===== src/rtl/ulpi_reg_pkg.sv =====
package ulpi_reg_pkg;

    localparam int ULPI_W = 8;

    localparam logic [1:0] TXCMD_WR  = 2'b10;
    localparam logic [1:0] TXCMD_RD  = 2'b11;
    localparam logic [5:0] ESC_CODE  = 6'h2F;

    typedef struct packed {
        logic              write;
        logic [ULPI_W-1:0] addr;
        logic [ULPI_W-1:0] wdata;
    } reg_op_t;

    typedef enum logic [3:0] {
        S_IDLE,
        S_CMD,
        S_EXT,
        S_WDATA,
        S_STP,
        S_RTURN,
        S_RDATA,
        S_REND,
        S_ABORT,
        S_DONE
    } seq_state_e;

    typedef enum logic [1:0] {
        A_IDLE,
        A_USER,
        A_HD_RISE,
        A_HD_FALL
    } arb_state_e;

endpackage


===== src/rtl/ulpi_txcmd_enc.sv =====
module ulpi_txcmd_enc
    import ulpi_reg_pkg::*;
#(
    parameter bit EXT_EN = 1'b1
) (
    input  reg_op_t           op,
    output logic [ULPI_W-1:0] cmd_byte,
    output logic [ULPI_W-1:0] ext_byte,
    output logic              use_ext
);

    localparam int SHORT_W = ULPI_W - 2;

    logic [SHORT_W-1:0] short_field;

    generate
        if (EXT_EN) begin : g_ext
            // escape when the address does not fit or collides with the escape code
            assign use_ext = (op.addr[ULPI_W-1:SHORT_W] != '0) ||
                             (op.addr[SHORT_W-1:0] == ESC_CODE);
        end else begin : g_imm
            assign use_ext = 1'b0;
        end
    endgenerate

    assign short_field = use_ext ? ESC_CODE : op.addr[SHORT_W-1:0];
    assign cmd_byte    = {(op.write ? TXCMD_WR : TXCMD_RD), short_field};
    assign ext_byte    = op.addr;

endmodule


===== src/rtl/ulpi_op_arb.sv =====
module ulpi_op_arb
    import ulpi_reg_pkg::*;
#(
    parameter logic [ULPI_W-1:0] RISE_SET_ADDR = 8'h0E,
    parameter logic [ULPI_W-1:0] FALL_SET_ADDR = 8'h11,
    parameter logic [ULPI_W-1:0] HDISC_MASK    = 8'h01
) (
    input  logic              clk,
    input  logic              rst_n,
    input  logic              req_valid,
    input  logic              req_write,
    input  logic [ULPI_W-1:0] req_addr,
    input  logic [ULPI_W-1:0] req_wdata,
    output logic              req_ready,
    input  logic              hd_req,
    input  logic              fsm_done,
    output logic              op_valid,
    output reg_op_t           op,
    output logic              user_done,
    output logic              helper_done
);

    arb_state_e state_q, state_d;
    reg_op_t    user_op_q;
    logic       hd_pend_q;
    logic       want_hd;

    assign want_hd   = hd_req || hd_pend_q;
    assign req_ready = (state_q == A_IDLE) && !want_hd;

    // state register
    always_ff @(posedge clk) begin
        if (!rst_n) begin
            state_q   <= A_IDLE;
            hd_pend_q <= 1'b0;
            user_op_q <= '0;
        end else begin
            state_q <= state_d;
            if (state_q == A_IDLE) begin
                hd_pend_q <= 1'b0;
            end else if (hd_req) begin
                hd_pend_q <= 1'b1;
            end
            if (req_ready && req_valid) begin
                user_op_q <= '{write: req_write, addr: req_addr, wdata: req_wdata};
            end
        end
    end

    // next state
    always_comb begin
        state_d = state_q;
        unique case (state_q)
            A_IDLE: begin
                if (want_hd) begin
                    state_d = A_HD_RISE;
                end else if (req_valid) begin
                    state_d = A_USER;
                end
            end
            A_USER:    if (fsm_done) state_d = A_IDLE;
            A_HD_RISE: if (fsm_done) state_d = A_HD_FALL;
            A_HD_FALL: if (fsm_done) state_d = A_IDLE;
            default:   state_d = A_IDLE;
        endcase
    end

    // outputs
    always_comb begin
        op_valid    = 1'b0;
        op          = user_op_q;
        user_done   = 1'b0;
        helper_done = 1'b0;
        unique case (state_q)
            A_IDLE: ;
            A_USER: begin
                op_valid  = 1'b1;
                user_done = fsm_done;
            end
            A_HD_RISE: begin
                op_valid = 1'b1;
                op       = '{write: 1'b1, addr: RISE_SET_ADDR, wdata: HDISC_MASK};
            end
            A_HD_FALL: begin
                op_valid    = 1'b1;
                op          = '{write: 1'b1, addr: FALL_SET_ADDR, wdata: HDISC_MASK};
                helper_done = fsm_done;
            end
            default: ;
        endcase
    end

endmodule


===== src/rtl/ulpi_seq_fsm.sv =====
module ulpi_seq_fsm
    import ulpi_reg_pkg::*;
#(
    parameter bit EXT_EN = 1'b1
) (
    input  logic              clk,
    input  logic              rst_n,
    input  logic              op_valid,
    input  reg_op_t           op_in,
    input  logic              dir,
    input  logic              nxt,
    input  logic [ULPI_W-1:0] din,
    output logic [ULPI_W-1:0] dout,
    output logic              stp,
    output logic              fsm_done,
    output logic [ULPI_W-1:0] rdata
);

    seq_state_e        state_q, state_d;
    reg_op_t           cur_q;
    logic [ULPI_W-1:0] rdata_q;
    logic [ULPI_W-1:0] cmd_byte;
    logic [ULPI_W-1:0] ext_byte;
    logic              use_ext;
    logic              start;
    logic              capture;

    ulpi_txcmd_enc #(.EXT_EN(EXT_EN)) u_enc (
        .op       (cur_q),
        .cmd_byte (cmd_byte),
        .ext_byte (ext_byte),
        .use_ext  (use_ext)
    );

    assign start   = (state_q == S_IDLE) && op_valid && !dir;
    assign capture = (state_q == S_RDATA) && dir && !nxt;

    // state register
    always_ff @(posedge clk) begin
        if (!rst_n) begin
            state_q <= S_IDLE;
            cur_q   <= '0;
            rdata_q <= '0;
        end else begin
            state_q <= state_d;
            if (start) begin
                cur_q <= op_in;
            end
            if (capture) begin
                rdata_q <= din;
            end
        end
    end

    // next state
    always_comb begin
        state_d = state_q;
        unique case (state_q)
            S_IDLE: if (op_valid && !dir) state_d = S_CMD;
            S_CMD: begin
                if (dir) begin
                    state_d = S_ABORT;
                end else if (nxt) begin
                    if (use_ext)          state_d = S_EXT;
                    else if (cur_q.write) state_d = S_WDATA;
                    else                  state_d = S_RTURN;
                end
            end
            S_EXT: begin
                if (dir) begin
                    state_d = S_ABORT;
                end else if (nxt) begin
                    state_d = cur_q.write ? S_WDATA : S_RTURN;
                end
            end
            S_WDATA: begin
                if (dir)      state_d = S_ABORT;
                else if (nxt) state_d = S_STP;
            end
            S_STP:   state_d = dir ? S_ABORT : S_DONE;
            S_RTURN: begin
                if (dir && nxt) state_d = S_ABORT;
                else if (dir)   state_d = S_RDATA;
            end
            S_RDATA: state_d = (dir && !nxt) ? S_REND : S_ABORT;
            S_REND:  if (!dir) state_d = S_DONE;
            S_ABORT: if (!dir) state_d = S_CMD;
            S_DONE:  state_d = S_IDLE;
            default: state_d = S_IDLE;
        endcase
    end

    // outputs
    always_comb begin
        dout     = '0;
        stp      = 1'b0;
        fsm_done = 1'b0;
        unique case (state_q)
            S_CMD:   dout     = cmd_byte;
            S_EXT:   dout     = ext_byte;
            S_WDATA: dout     = cur_q.wdata;
            S_STP:   stp      = 1'b1;
            S_DONE:  fsm_done = 1'b1;
            S_IDLE, S_RTURN, S_RDATA, S_REND, S_ABORT: ;
            default: ;
        endcase
    end

    assign rdata = rdata_q;

endmodule


===== src/rtl/ulpi_reg_access.sv =====
module ulpi_reg_access
    import ulpi_reg_pkg::*;
#(
    parameter bit                EXT_EN        = 1'b1,
    parameter logic [ULPI_W-1:0] IEN_RISE_ADDR = 8'h0D,
    parameter logic [ULPI_W-1:0] IEN_FALL_ADDR = 8'h10,
    parameter logic [ULPI_W-1:0] SET_OFS       = 8'h01,
    parameter logic [ULPI_W-1:0] HDISC_MASK    = 8'h01
) (
    input  logic              clk,
    input  logic              rst_n,
    input  logic              req_valid,
    input  logic              req_write,
    input  logic [ULPI_W-1:0] req_addr,
    input  logic [ULPI_W-1:0] req_wdata,
    output logic              req_ready,
    input  logic              hd_req,
    output logic              done,
    output logic [ULPI_W-1:0] rdata,
    output logic              hd_done,
    input  logic              ulpi_dir,
    input  logic              ulpi_nxt,
    input  logic [ULPI_W-1:0] ulpi_data_in,
    output logic [ULPI_W-1:0] ulpi_data_out,
    output logic              ulpi_data_oe,
    output logic              ulpi_stp
);

    localparam logic [ULPI_W-1:0] RISE_SET_ADDR = IEN_RISE_ADDR + SET_OFS;
    localparam logic [ULPI_W-1:0] FALL_SET_ADDR = IEN_FALL_ADDR + SET_OFS;

    logic    op_valid;
    reg_op_t op;
    logic    fsm_done;

    ulpi_op_arb #(
        .RISE_SET_ADDR (RISE_SET_ADDR),
        .FALL_SET_ADDR (FALL_SET_ADDR),
        .HDISC_MASK    (HDISC_MASK)
    ) u_arb (
        .clk         (clk),
        .rst_n       (rst_n),
        .req_valid   (req_valid),
        .req_write   (req_write),
        .req_addr    (req_addr),
        .req_wdata   (req_wdata),
        .req_ready   (req_ready),
        .hd_req      (hd_req),
        .fsm_done    (fsm_done),
        .op_valid    (op_valid),
        .op          (op),
        .user_done   (done),
        .helper_done (hd_done)
    );

    ulpi_seq_fsm #(.EXT_EN(EXT_EN)) u_seq (
        .clk      (clk),
        .rst_n    (rst_n),
        .op_valid (op_valid),
        .op_in    (op),
        .dir      (ulpi_dir),
        .nxt      (ulpi_nxt),
        .din      (ulpi_data_in),
        .dout     (ulpi_data_out),
        .stp      (ulpi_stp),
        .fsm_done (fsm_done),
        .rdata    (rdata)
    );

    assign ulpi_data_oe = !ulpi_dir;

endmodule


===== config.mk =====
export PLATFORM = sky130hd
export DESIGN_NAME = ulpi_reg_access
export DESIGN_NICKNAME = d
export VERILOG_FILES = /design/src/rtl/ulpi_reg_pkg.sv /design/src/rtl/ulpi_txcmd_enc.sv /design/src/rtl/ulpi_op_arb.sv /design/src/rtl/ulpi_seq_fsm.sv /design/src/rtl/ulpi_reg_access.sv
export SDC_FILE = /design/constraint.sdc
export NUM_CORES = 1
export LEC_CHECK = 0
export BUFFER_PORTS_ARGS = -buffer_cell sky130_fd_sc_hd__buf_2
export CAP_MARGIN = 25
export CORE_MARGIN = 1.5
export CORE_UTILIZATION = 59
export DETAILED_ROUTE_END_ITERATION = 10
export PLACE_DENSITY = 0.83
export SLEW_MARGIN = 10
export SYNTH_ARGS = -nofsm -noshare
export SYNTH_HDL_FRONTEND = slang
export SYNTH_HIERARCHICAL = 1
export SYNTH_SLANG_ARGS = --single-unit

===== constraint.sdc =====
create_clock -name clk -period 3.9 [get_ports clk]
set_clock_uncertainty 0.1 [all_clocks]
set_input_delay 0.585 -clock clk [delete_from_list [all_inputs] [get_ports clk]]
set_output_delay 0.585 -clock clk [all_outputs]
set_load 0.05 [all_outputs]

### After elaboration in Yosys (flattened, before gate mapping)

Cells that the tools add are included.
W data, S select, Z words.

* word-level logic and storage cells: 86
* register bits after elaboration: 49

* bitwise logic cells: 1
* reductions and logical operators: 22
* eq/ne operators: 23
* muxes and demuxes: 30

Operator list (count)
* $mux W4: 13
* $pmux W4 S9: 1
* $pmux W17 S2: 1
* $pmux W8 S3: 1
* $eq A4 B3 Y1 const B: 4
* $logic_and A1 B1 Y1: 9
* $ne A3 B3 Y1 const B: 3
* $eq A4 B2 Y1 const B: 2
* $eq A4 B4 Y1 const B: 2
* $mux W2: 4
* $mux W1: 7
* $reduce_and A7 Y1: 1
* $eq A6 B6 Y1 const B: 1
* $mux W6: 1
* $ne A2 B2 Y1 const B: 3
* $ne A3 B2 Y1 const B: 2
* $pmux W2 S3: 1
* $eq A2 B2 Y1 const B: 2
* $eq A4 B1 Y1 const B: 1
* $logic_not A4 Y1: 1
* $ne A2 B1 Y1 const B: 2
* $reduce_or A2 Y1: 2
* $logic_not A1 Y1: 3
* $mux W3: 1
* other kinds (7): 8

### Longest topological paths before layout

* depth in word-level cells: 6
* mapped depth: 7
* mapped depth without buffers: 5

### Modules after synthesis

The synthesis kept the hierarchy.

Modules (own cells, without submodules)
* ulpi_seq_fsm: area an instance 1483.9 um^2, times used 1, cells an instance 181, seq. area each 580.6 um^2
* ulpi_op_arb: area an instance 1004.7 um^2, times used 1, cells an instance 119, seq. area each 400.4 um^2
* ulpi_txcmd_enc: area an instance 133.9 um^2, times used 1, cells an instance 19, seq. area each 0.0 um^2
* ulpi_reg_access: area an instance 3.8 um^2, times used 1, cells an instance 1, seq. area each 0.0 um^2

### Least setup slack after synthesis

OpenSTA, ideal clock, no wires.

* path kind: flip-flop to output port
* start point: reg u_seq.state_q[2]
* end point: out ulpi_stp
* cell stages (with the launch flop): 4
* required time: 3.215 ns
* data arrival time: 2.119 ns
* slack: 1.096 ns
* path through: dfxtp_1 -> buf_4 -> inv_1 -> nor4_1

* longest elaborated chain between the ends: 2

Ends and longest elaborated chain
* start, declared: RTL line ulpi_seq_fsm.sv:19 `seq_state_e state_q, state_d;`
* start signal, assigned: RTL line ulpi_seq_fsm.sv:45 `state_q <= state_d;`
* $eq A4 B3 Y1: RTL line ulpi_seq_fsm.sv:98 `unique case (state_q)`
* $mux W1: RTL line ulpi_seq_fsm.sv:98
* end, declared: RTL line ulpi_reg_access.sv:26 `output logic ulpi_stp`

No other way between the ends.

### Worst setup path after layout

* start point: reg u_seq.state_q[1]
* end point: out ulpi_data_out[7]

* longest elaborated chain between the ends: 2
* elaborated cells between the ends (all ways): 4
* those cells by class: 3 x eq/ne; 1 x mux

Ends and longest elaborated chain
* $eq A4 B2 Y1 / $eq A4 B1 Y1 (equally long branches): RTL line ulpi_seq_fsm.sv:98
* $pmux W8 S3 (*): RTL line ulpi_seq_fsm.sv:98
* end, declared: RTL line ulpi_reg_access.sv:24 `output logic [ULPI_W-1:0] ulpi_data_out,`

Every way passes the cells marked *; elsewhere a longest branch is shown, timed or not.

==> metrics.md <==
| Metric | Value |
|---|---|
| Outcome | `finished clean` |
| Worst relative slew slack | `0.494` |
| R2R Path Start | `u_arb/state_q[1]` |
| Placer Congestion | `0.844` |
| Seq/Total Area, Yosys | `0.374` |
| Number of global-route vias before repair | `1892` |
| Final hold violations | `0` |
| Post-Route WL | `5.02 mm` |
| Worst hold stages | `2` |
| CTS Root Cell | `clkbuf_8` |
| Syn Std Cell Area | `2630 um2` |
| YS warnings | `6` |
| Iter 0 DRT Violations | `256` |
| Syn Area/Cell | `8.21 um2` |
| Num CTS Buffers | `5` |
| Vias/cell | `5.56` |
| Fin. max-slew vios | `0` |
| Leak | `1.27 nW` |
| Final period util | `0.812` |
| Die ar. | `4860 um2` |
| Post-synthesis simple-gate area fraction | `0.272` |
| DRC Markers | `0` |
| Achievable Freq | `316 MHz` |
| Primary FF master, synth | `dfxtp_1` |
| Synth top area share | `0.374` |
| I/O Pins | `52` |
| Sum of negative setup slack | `0 ps` |
| Req. time, crit path | `3210 ps` |
| Vias | `2223` |
| Mux cell area share after synthesis | `0.0953` |
| Adder-Cell Fraction of Synth Area | `0` |
| Cell variety after synth | `49` |
| RSZ-0062 raised after global routing | `no` |
| Grt total ovfl | `0` |
| Worst Hold End | `u_arb/user_op_q[0]` |
| Layout cell share with drive strength beyond 1 | `0.204` |
| Core area | `4320 um2` |
| Die Ht | `69.7 um` |
| Crit path launch type | `flop` |
| Net Count, Synth | `351` |
| Max_cap viols | `0` |
| Number of port buffers | `51` |
| P per Cell Area | `347 nW/um2` |
| Post-cts resize count | `0` |
| Routed wire per std cell | `12.5 um` |
| Worst-Skew Late Latency | `290 ps` |
| Min-Delay Path Class | `flop to flop` |
| Worst Path Max Fanout | `17` |
| Antenna cells | `0` |
| CTS tree | `yes` |
| Hold Buf Count CTS | `0` |
| Tot GR Track Use | `0.207` |
| Critical path type | `flop to primary output` |
| Data arrival, critical path | `2480 ps` |
| Row cnt | `24` |
| Global-route wire length before repair | `8.36 mm` |
| Final Critical Period | `3170 ps` |
| Seq cells post-synth | `49` |
| Setup violators final | `0` |
| Detailed-router iteration count before antenna repair | `6` |
| Worst Max-Slew Pin Slew | `753 ps` |
| Reg2reg end | `u_seq/cur_q[9]` |
| Clock slew at reported path FFs | `80 ps` |
| Area Overhead vs Synth | `7.34%` |
| Fin util | `0.652` |
| Initial Util | `0.607` |
| Endpoint class of the critical path | `primary output` |
| Clock sink total | `49` |
| Async SR Flop Fraction | `0` |
| Cell taking the most area after synthesis | `dfxtp_1` |
| Worst reg2reg path depth | `4` |
| Initial antenna violation count | `0` |
| Number of routed nets with antenna violations | `0` |
| Area contributors post-synth | `dfxtp_1, nand2_1, mux2i_1` |
| Dpl hpwl | `3.59 mm` |
| Synth Area in Compound Gates | `0.141` |
| Nets@finish | `380` |
| Mapped Cells | `320` |
| Largest family of logic cells by synthesized area | `simple AND/OR/NAND/NOR gates` |
| Post-CTS Setup Bufs | `0` |
| Peak supply drop | `0.000186 V` |
| Largest net degree at the start of global routing | `40` |
| H-tree levels | `2` |
| XOR/XNOR Fraction of Synth Area | `0.00333` |
| Worst R2R Setup Slack | `1880 ps` |
| Number of enable-type register cells in the synthesized netlist | `0` |
| Hold path startpoint | `u_arb/user_op_q[0]` |
| Maximum clock insertion buffer count | `2` |
| DIE WIDTH | `69.7 um` |
-- per-layer routing --
layer	track usage	part of all wire	vias to the layer above
met5	0	0	-
met4	0.0598	0.0086	0
met3	0.0422	0.061	4
met2	0.327	0.46	81
met1	0.288	0.47	1000
li1	-	-	1138
-- final cells by class --
class	instances	area [um2]
Multi-Input combinational cell	218	1350
Fill cell	396	1510
Sequential cell	49	981
Timing Repair Buffer	53	270
Inverter	22	82.6
Clock inverter	1	5.00
Clock buffer	5	68.8
Tap cell	52	65.1
-- placed cells by master (no fill, tap or decap), types with 3 or more instances in the layout --
cell type,instances
nand2_1,71
buf_2,51
dfxtp_1,49
mux2i_1,25
inv_1,20
a21oi_1,19
nor2b_1,13
nor2_1,11
o21ai_0,9
a222oi_1,8
or3_1,6
clkbuf_8,5
nor3b_1,5
nand3_1,5
nand2b_1,4
and3_1,4
or2_2,3
nor3_1,3
o32ai_1,3
-- cell usage after synthesis (2+ instances only) --
cell type,number
a21oi_1,19
a222oi_1,8
nor4_4,2
mux2i_1,25
inv_1,20
or2_2,3
and3_1,4
nand2b_1,4
buf_2,6
o32ai_1,3
nor3b_1,5
nor2b_1,13
nor4bb_1,2
o21ai_0,9
buf_12,2
o311a_1,2
buf_6,3
nor3_1,3
dfxtp_1,49
and2_1,2
clkbuf_1,10
nand2_1,71
buf_4,10
or3_1,6
nor2_1,11
nand3_1,5
-- power breakdown --
| part | switching [mW] | internal (mW) |
|---|---|---|
| Clock | 0.148 | 0.118 |
| Sequential | 0.0285 | 0.518 |
| Combinational | 0.101 | 0.0648 |
-- registers in the layout (all words and copies together) (netlist names) --
signal,count
u_arb/hd_pend_q,1
u_seq/cur_q,17
u_seq/rdata,8
u_arb/state_q,2
u_arb/user_op_q,17
u_seq/state_q,4
-- per-stage QoR --
| stage | cell area, um2 | setup WS (ps) | power, mW | hold WS, ps | cells |
|---|---|---|---|---|---|
| after floorplan | 2630 | 1100 | 0.694 | 329 | 320 |
| after global placement | 2750 | 1170 | 0.719 | 338 | 394 |
| after detailed placement | 2750 | 1100 | 0.723 | 345 | 394 |
| after CTS | 2820 | 753 | 0.986 | 357 | 400 |
| after global routing | 2820 | 584 | 1.03 | 375 | 400 |
| final | 2820 | 734 | 0.979 | 355 | 400 |
-- how the worst max path moves through the flow --
stage / slack (ps) / depth (start not counted) / endpoint / from
after CTS: 750 / 5 / ulpi_data_out[7] / u_seq/state_q[1]
after detailed placement: 1100 / 5 / ulpi_data_out[7] / u_seq/state_q[1]
after floorplan: 1100 / 3 / ulpi_stp / u_seq/state_q[2]
after global placement: 1170 / 5 / ulpi_data_out[7] / u_seq/state_q[1]
after global routing: 580 / 5 / ulpi_data_out[3] / u_seq/state_q[1]
final: 730 / 5 / ulpi_data_out[7] / u_seq/state_q[1]
-- cell families (layout without fill, tap and decap cells) --
| group | after synthesis | in the layout |
|---|---|---|
| AO/OA/AOI/OAI | 53 | 53 |
| multiplexers | 25 | 25 |
| buffers and inverters | 53 | 81 |
| flip-flops | 49 | 49 |
| XOR/XNOR | 1 | 1 |
| AND/OR/NAND/NOR | 138 | 138 |
| other | 1 | 1 |
-- critical path, stage by stage, from the launching register on --
cell and delay [ps]:
dfxtp_1 720, inv_1 170, nor4_2 670, a222oi_1 280, inv_1 90, buf_2 260
Note: power is estimated with default switching activity, not from simulation.
